$ cat config.mk
export PLATFORM = sky130hd
export DESIGN_NAME = posted_wr_buf
export DESIGN_NICKNAME = d
export VERILOG_FILES = /design/src/rtl/pwb_pkg.sv /design/src/rtl/pwb_fifo.sv /design/src/rtl/pwb_regs.sv /design/src/rtl/pwb_ctrl.sv /design/src/rtl/posted_wr_buf.sv
export SDC_FILE = /design/constraint.sdc
export NUM_CORES = 1
export LEC_CHECK = 0
export CAP_MARGIN = 40
export CELL_PAD_IN_SITES_DETAIL_PLACEMENT = 0
export CELL_PAD_IN_SITES_GLOBAL_PLACEMENT = 1
export CORE_ASPECT_RATIO = 0.75
export CORE_MARGIN = 4
export CORE_UTILIZATION = 55
export CTS_BUF_LIST = sky130_fd_sc_hd__clkbuf_8
export DETAILED_ROUTE_END_ITERATION = 8
export PLACE_DENSITY_LB_ADDON = 0.12
export SETUP_SLACK_MARGIN = 0.4
export SLEW_MARGIN = 0
export SYNTH_ARGS = -nofsm -noshare
export SYNTH_HDL_FRONTEND = slang
export SYNTH_HIERARCHICAL = 1
export SYNTH_SLANG_ARGS = --single-unit
export TNS_END_PERCENT = 1
$ cat constraint.sdc
create_clock -name clk -period 11.8 [get_ports clk]
set_clock_uncertainty 0.15 [all_clocks]
set_input_delay 1.18 -clock clk [delete_from_list [all_inputs] [get_ports clk]]
set_output_delay 1.18 -clock clk [all_outputs]
set_load 0.1 [all_outputs]
$ cat src/rtl/pwb_pkg.sv
package pwb_pkg;
  // register byte offsets
  localparam logic [2:0] OFS_CFG = 3'h0;
  localparam logic [2:0] OFS_CTL = 3'h4;
  // bit positions
  localparam int CFG_EN_BIT    = 0;
  localparam int CTL_CMD_BIT   = 0;
  localparam int CTL_DRAIN_BIT = 1;
  localparam int REG_DW        = 2;

  typedef enum logic [1:0] {
    PM_PASS   = 2'd0,
    PM_BUFFER = 2'd1,
    PM_RETIRE = 2'd2
  } port_mode_e;
endpackage

$ cat src/rtl/pwb_fifo.sv
module pwb_fifo #(
  parameter int AW    = 32,
  parameter int DW    = 32,
  parameter int DEPTH = 8
) (
  input  logic                         clk,
  input  logic                         rst_n,
  input  logic                         push,
  input  logic [AW-1:0]                push_addr,
  input  logic [DW-1:0]                push_data,
  input  logic                         pop,
  output logic [AW-1:0]                head_addr,
  output logic [DW-1:0]                head_data,
  output logic                         empty,
  output logic                         full,
  output logic [$clog2(DEPTH+1)-1:0]   level
);
  localparam int PW = $clog2(DEPTH);
  localparam int CW = $clog2(DEPTH + 1);
  localparam int EW = AW + DW;
  localparam logic [PW-1:0] LAST = PW'(DEPTH - 1);

  logic [EW-1:0] store_q [DEPTH];
  logic [PW-1:0] wr_ptr, rd_ptr;
  logic [CW-1:0] cnt_q;

  function automatic logic [PW-1:0] bump(input logic [PW-1:0] p);
    return (p == LAST) ? '0 : p + 1'b1;
  endfunction

  always_ff @(posedge clk) begin
    if (push) store_q[wr_ptr] <= {push_addr, push_data};
  end

  always_ff @(posedge clk) begin
    if (!rst_n) begin
      wr_ptr <= '0;
      rd_ptr <= '0;
      cnt_q  <= '0;
    end else begin
      if (push) wr_ptr <= bump(wr_ptr);
      if (pop)  rd_ptr <= bump(rd_ptr);
      case ({push, pop})
        2'b10:   cnt_q <= cnt_q + 1'b1;
        2'b01:   cnt_q <= cnt_q - 1'b1;
        default: cnt_q <= cnt_q;
      endcase
    end
  end

  assign head_addr = store_q[rd_ptr][EW-1:DW];
  assign head_data = store_q[rd_ptr][DW-1:0];
  assign empty     = (cnt_q == '0);
  assign full      = (cnt_q == CW'(DEPTH));
  assign level     = cnt_q;
endmodule

$ cat src/rtl/pwb_regs.sv
module pwb_regs
  import pwb_pkg::*;
(
  input  logic              clk,
  input  logic              rst_n,
  input  logic              reg_wr,
  input  logic [2:0]        reg_addr,
  input  logic [REG_DW-1:0] reg_wdata,
  output logic [REG_DW-1:0] reg_rdata,
  input  logic              drain_done,
  output logic              cfg_en,
  output logic              drain_busy
);
  logic hit_cfg, hit_ctl, drain_req;

  assign hit_cfg   = (reg_addr == OFS_CFG);
  assign hit_ctl   = (reg_addr == OFS_CTL);
  assign drain_req = reg_wr && hit_ctl && reg_wdata[CTL_CMD_BIT] && reg_wdata[CTL_DRAIN_BIT];

  always_ff @(posedge clk) begin
    if (!rst_n) begin
      cfg_en     <= 1'b0;
      drain_busy <= 1'b0;
    end else begin
      if (reg_wr && hit_cfg) cfg_en <= reg_wdata[CFG_EN_BIT];
      if (drain_done)        drain_busy <= 1'b0;
      else if (drain_req)    drain_busy <= 1'b1;
    end
  end

  always_comb begin
    reg_rdata = '0;
    if (hit_cfg) begin
      reg_rdata[CFG_EN_BIT] = cfg_en;
    end else if (hit_ctl) begin
      reg_rdata[CTL_CMD_BIT]   = drain_busy;
      reg_rdata[CTL_DRAIN_BIT] = drain_busy;
    end
  end
endmodule

$ cat src/rtl/pwb_ctrl.sv
module pwb_ctrl
  import pwb_pkg::*;
(
  input  logic cfg_en,
  input  logic drain_busy,
  input  logic fifo_empty,
  input  logic fifo_full,
  input  logic st_valid,
  input  logic mw_ready,
  output logic st_ready,
  output logic push,
  output logic pop,
  output logic sel_fifo,
  output logic mw_valid,
  output logic drain_done
);
  port_mode_e mode;

  always_comb begin
    if (cfg_en)           mode = PM_BUFFER;
    else if (!fifo_empty) mode = PM_RETIRE;
    else                  mode = PM_PASS;
  end

  always_comb begin
    case (mode)
      PM_BUFFER: st_ready = !drain_busy && !fifo_full;
      PM_PASS:   st_ready = !drain_busy && mw_ready;
      default:   st_ready = 1'b0;
    endcase
  end

  assign sel_fifo   = !fifo_empty;
  assign push       = (mode == PM_BUFFER) && st_valid && st_ready;
  assign pop        = !fifo_empty && mw_ready;
  assign mw_valid   = !fifo_empty || ((mode == PM_PASS) && st_valid && !drain_busy);
  assign drain_done = drain_busy && fifo_empty;
endmodule

$ cat src/rtl/posted_wr_buf.sv
module posted_wr_buf
  import pwb_pkg::*;
#(
  parameter int AW    = 32,
  parameter int DW    = 32,
  parameter int DEPTH = 8
) (
  input  logic              clk,
  input  logic              rst_n,
  input  logic              reg_wr,
  input  logic [2:0]        reg_addr,
  input  logic [REG_DW-1:0] reg_wdata,
  output logic [REG_DW-1:0] reg_rdata,
  input  logic              st_valid,
  output logic              st_ready,
  input  logic [AW-1:0]     st_addr,
  input  logic [DW-1:0]     st_data,
  output logic              mw_valid,
  input  logic              mw_ready,
  output logic [AW-1:0]     mw_addr,
  output logic [DW-1:0]     mw_data
);
  localparam int CW = $clog2(DEPTH + 1);

  logic          cfg_en, drain_busy, drain_done;
  logic          fifo_empty, fifo_full, push, pop, sel_fifo;
  logic [AW-1:0] head_addr;
  logic [DW-1:0] head_data;
  logic [CW-1:0] fifo_level;

  pwb_regs u_regs (
    .clk        (clk),
    .rst_n      (rst_n),
    .reg_wr     (reg_wr),
    .reg_addr   (reg_addr),
    .reg_wdata  (reg_wdata),
    .reg_rdata  (reg_rdata),
    .drain_done (drain_done),
    .cfg_en     (cfg_en),
    .drain_busy (drain_busy)
  );

  pwb_fifo #(.AW(AW), .DW(DW), .DEPTH(DEPTH)) u_fifo (
    .clk       (clk),
    .rst_n     (rst_n),
    .push      (push),
    .push_addr (st_addr),
    .push_data (st_data),
    .pop       (pop),
    .head_addr (head_addr),
    .head_data (head_data),
    .empty     (fifo_empty),
    .full      (fifo_full),
    .level     (fifo_level)
  );

  pwb_ctrl u_ctrl (
    .cfg_en     (cfg_en),
    .drain_busy (drain_busy),
    .fifo_empty (fifo_empty),
    .fifo_full  (fifo_full),
    .st_valid   (st_valid),
    .mw_ready   (mw_ready),
    .st_ready   (st_ready),
    .push       (push),
    .pop        (pop),
    .sel_fifo   (sel_fifo),
    .mw_valid   (mw_valid),
    .drain_done (drain_done)
  );

  assign mw_addr = sel_fifo ? head_addr : st_addr;
  assign mw_data = sel_fifo ? head_data : st_data;
endmodule

==> results.json <==
{
  "outcome": "finished clean",
  "crit_fanout": 100,
  "vdd_drop_max_mv": 0.106,
  "crit_required_ns": 10.47,
  "fin_crit_sh_pct": 44.9,
  "die_height_um": 178,
  "tightest_slew_ns": 0.864,
  "synth_compound_area_share_pct": 0.361,
  "fmax_mhz": 189,
  "drt-met1-wl_um": 18000,
  "postCtsSetupRepairBufs": 0,
  "nets": 1257,
  "slew_viol_final": 0,
  "core.rowCount": 61,
  "overflow": 0,
  "drt.antenna.violating_nets": 0,
  "cts_resized": 0,
  "holdPathStages": 2,
  "clk_path_buf_depth": 3,
  "grt_start_max_net_pins": 101,
  "syn_area_per_cell_um2": 23.3,
  "crit_slowest_cell": "dfxtp_4",
  "yosys_warnings": 6,
  "arrival_ns": 3.96,
  "holdPathEnd": "u_fifo/level[3]",
  "num_vias": 9922,
  "wl_per_cell_um": 23.6,
  "critical-path-max-stage-delay_ns": 0.73,
  "fin_area_um2": 25600,
  "synthAdderAreaFrac_pct": 0.414,
  "cts-buffers-inserted": 78,
  "p_per_area_nw_per_um2": 145,
  "drtIter0Drc": 675,
  "grt_pass1_wl_um": 63100,
  "synth_xor_xnor_area_share_pct": 0.124,
  "p_leak_nw": 8.26,
  "first_pass_iters": 5,
  "h-tree-depth": 3,
  "dr_wl_met2_um": 20000,
  "clkSinkCount": 527,
  "clock_latency_ns": 0.61,
  "grt_pass1_vias": 10500,
  "setup_tns_ns": 0,
  "pin_count": 142,
  "highest_layer": "met5",
  "async_reset_ff_share_pct": 0,
  "synth_mux_area_share_pct": 21.8,
  "worstHoldStart": "u_fifo/level[3]",
  "maxCapViolations": 0,
  "placed_area_um2": 24300,
  "drc_errors": 0,
  "r2r_cells": 7,
  "critical_path.startpoint_type": "flip-flop",
  "start_util_pct": 56.3,
  "crit_family": "buffers and inverters",
  "cts_tree": "yes",
  "dp_hpwl_um": 22000,
  "die_area_um2": 41700,
  "area_growth_pct": 21.1,
  "r2r_start": "u_fifo/level[0]",
  "syn_inst": 907,
  "endpoint_kind": "output port",
  "cp_num_buf_inv": 3,
  "final_core_util_pct": 68.2,
  "slew-limit-headroom_pct": 42.4,
  "finalHoldViolations": 0,
  "path_cells": "buf_12 -> mux4_2 -> mux2_2 -> mux2_4 -> clkdlybuf4s50_1 -> buf_16",
  "wl_um": 40900,
  "globalplace.congestion": 0.689,
  "core_um2": 37600,
  "path_class": "reg2out",
  "die_w_um": 234,
  "portBuffers": 141,
  "synth_edf_count": 512,
  "ys_ff_latch": 527,
  "yosysSeqAreaShare_pct": 74.1,
  "num_antenna_cells": 0,
  "antenna_found_initial": 2,
  "grtUsageTotal_pct": 20.3,
  "grt_setup_unrepaired": "false",
  "synth_top_family_by_area": "multiplexers",
  "setup_viol": 0,
  "synthSimpleGateAreaFrac_pct": 1.34,
  "period_needed_ns": 5.29,
  "clk_pin_slew_ns": 0.07,
  "avgViaCountPerCell": 5.72,
  "met3_wirelength_um": 2200,
  "root_buffer": "clkbuf_8",
  "whs_ns": 0.333,
  "hold_path_class": "reg2reg",
  "hold_buffers": 0,
  "ys_types": 41,
  "layout-drive-gt1-share_pct": 36.8,
  "netlist_area_um2": 21200,
  "synthesis.nets": 988,
  "ys.flop_type": "edfxtp_1",
  "reg2reg_to": "u_fifo/store_q[4][8]",
  "reg2reg_setup_slack_ns": 8.53
}
==> area by class of cell <==
class | instances | area, µm²
repair buffers | 234 | 2800
multi-input cells | 332 | 5150
flip-flops and latches | 527 | 15700
clock inverters | 53 | 218
inverters | 3 | 13.8
clock buffers | 81 | 1110
fillers | 2430 | 11900
well taps | 504 | 631
==> layout by cell type (no fill, tap or decap), types with 2 or more instances in the layout <==
master,count
clkbuf_8,81
clkinv_2,3
xor2_1,2
nand3b_1,2
nand2b_1,6
clkinv_1,14
edfxtp_1,512
dfxtp_1,12
nor3_1,2
ha_1,7
clkinvlp_4,4
inv_1,34
o21ai_0,4
mux4_2,128
nor2b_1,5
nor3_2,2
nor2_4,6
buf_8,62
clkdlybuf4s50_1,141
mux2i_1,6
buf_4,18
nand2_1,9
and2_1,3
mux2_2,69
mux2_4,60
a21oi_1,2
nor4b_1,2
dfxtp_4,3
buf_12,5
buf_16,8
==> per-layer routing <==
layer	vias up	global-route usage (%)
met5	-	0
met4	4	5.44
met3	55	4.11
met2	263	31.8
met1	5237	29.8
li1	4363	-
==> worst reg2reg max path: stages (launching register included) <==
cell and delay [ns]:
dfxtp_1 0.46, nor4b_1 0.11, nand2b_1 0.18, nor2_1 0.35
nand2b_1 0.33, nor2_4 0.43, buf_12 0.25, buf_4 0.59
==> sequential cells by signal, indices dropped and copies added (netlist names), named ones only <==
| name | flops |
|---|---|
| u_fifo/rd_ptr | 3 |
| u_fifo/level | 4 |
| u_fifo/wr_ptr | 3 |
| u_regs/cfg_en | 1 |
| u_fifo/store_q | 512 |
| u_regs/drain_busy | 1 |
==> Yosys cell counts (2+ instances only) <==
| cell | number | area, µm² |
|---|---|---|
| a21oi_1 | 2 | 10.0 |
| and2_1 | 3 | 18.8 |
| buf_1 | 9 | 33.8 |
| buf_12 | 6 | 120 |
| buf_2 | 3 | 15.0 |
| buf_4 | 2 | 15.0 |
| buf_6 | 13 | 146 |
| clkbuf_1 | 12 | 45.0 |
| dfxtp_1 | 15 | 300 |
| edfxtp_1 | 512 | 15400 |
| ha_1 | 7 | 87.6 |
| inv_1 | 3 | 11.3 |
| mux2_2 | 69 | 777 |
| mux2_4 | 60 | 901 |
| mux2i_1 | 6 | 60.1 |
| mux4_2 | 128 | 2880 |
| nand2_1 | 9 | 33.8 |
| nand2b_1 | 6 | 37.5 |
| nand3b_1 | 2 | 15.0 |
| nor2_1 | 7 | 26.3 |
| nor2b_1 | 5 | 31.3 |
| nor3_1 | 4 | 20.0 |
| nor4b_1 | 2 | 17.5 |
| o21ai_0 | 4 | 20.0 |
| xor2_1 | 2 | 17.5 |
==> logic make-up (layout without fill, tap and decap cells) <==
family	count (synthesis)	in the layout
adders and majority gates	7	7
AOI/OAI and AO/OA	12	12
muxes	263	263
and+or+nand+nor	47	47
xor gates and xnor gates	3	3
buffers and inverters	48	371
DFF	527	527
==> power breakdown <==
| group | total [W] | switching [W] | internal, W |
|---|---|---|---|
| clock | 0.00127 | 0.000642 | 0.000631 |
| sequential | 0.00206 | 0.00000308 | 0.00205 |
| combinational | 0.000380 | 0.000222 | 0.000158 |
| total | 0.00371 | 0.000867 | 0.00284 |
==> how the worst max path moves through the flow <==
stage	from	end	slack, ns	cells past startpoint
6_report	flip-flop	mw_data[5]	6.51	6
4_1_cts	flip-flop	mw_data[5]	6.32	6
2_1_floorplan	st_valid	u_fifo/store_q[0][0]	5.07	4
3_5_place_dp	flip-flop	mw_data[5]	7.01	6
5_1_grt	flip-flop	mw_data[5]	6.15	6
3_3_place_gp	flip-flop	mw_data[5]	6.53	5
==> metrics by stage <==
| stage | std cells | setup WS (ns) | total power, W |
|---|---|---|---|
| 2_1_floorplan | 907 | 5.07 | 0.00232 |
| 3_3_place_gp | 1526 | 6.53 | 0.00241 |
| 3_5_place_dp | 1600 | 7.01 | 0.00248 |
| 4_1_cts | 1734 | 6.32 | 0.00376 |
| 5_1_grt | 1734 | 6.15 | 0.00386 |
| 6_report | 1734 | 6.51 | 0.00371 |
Power figures use the tool's default switching activity.
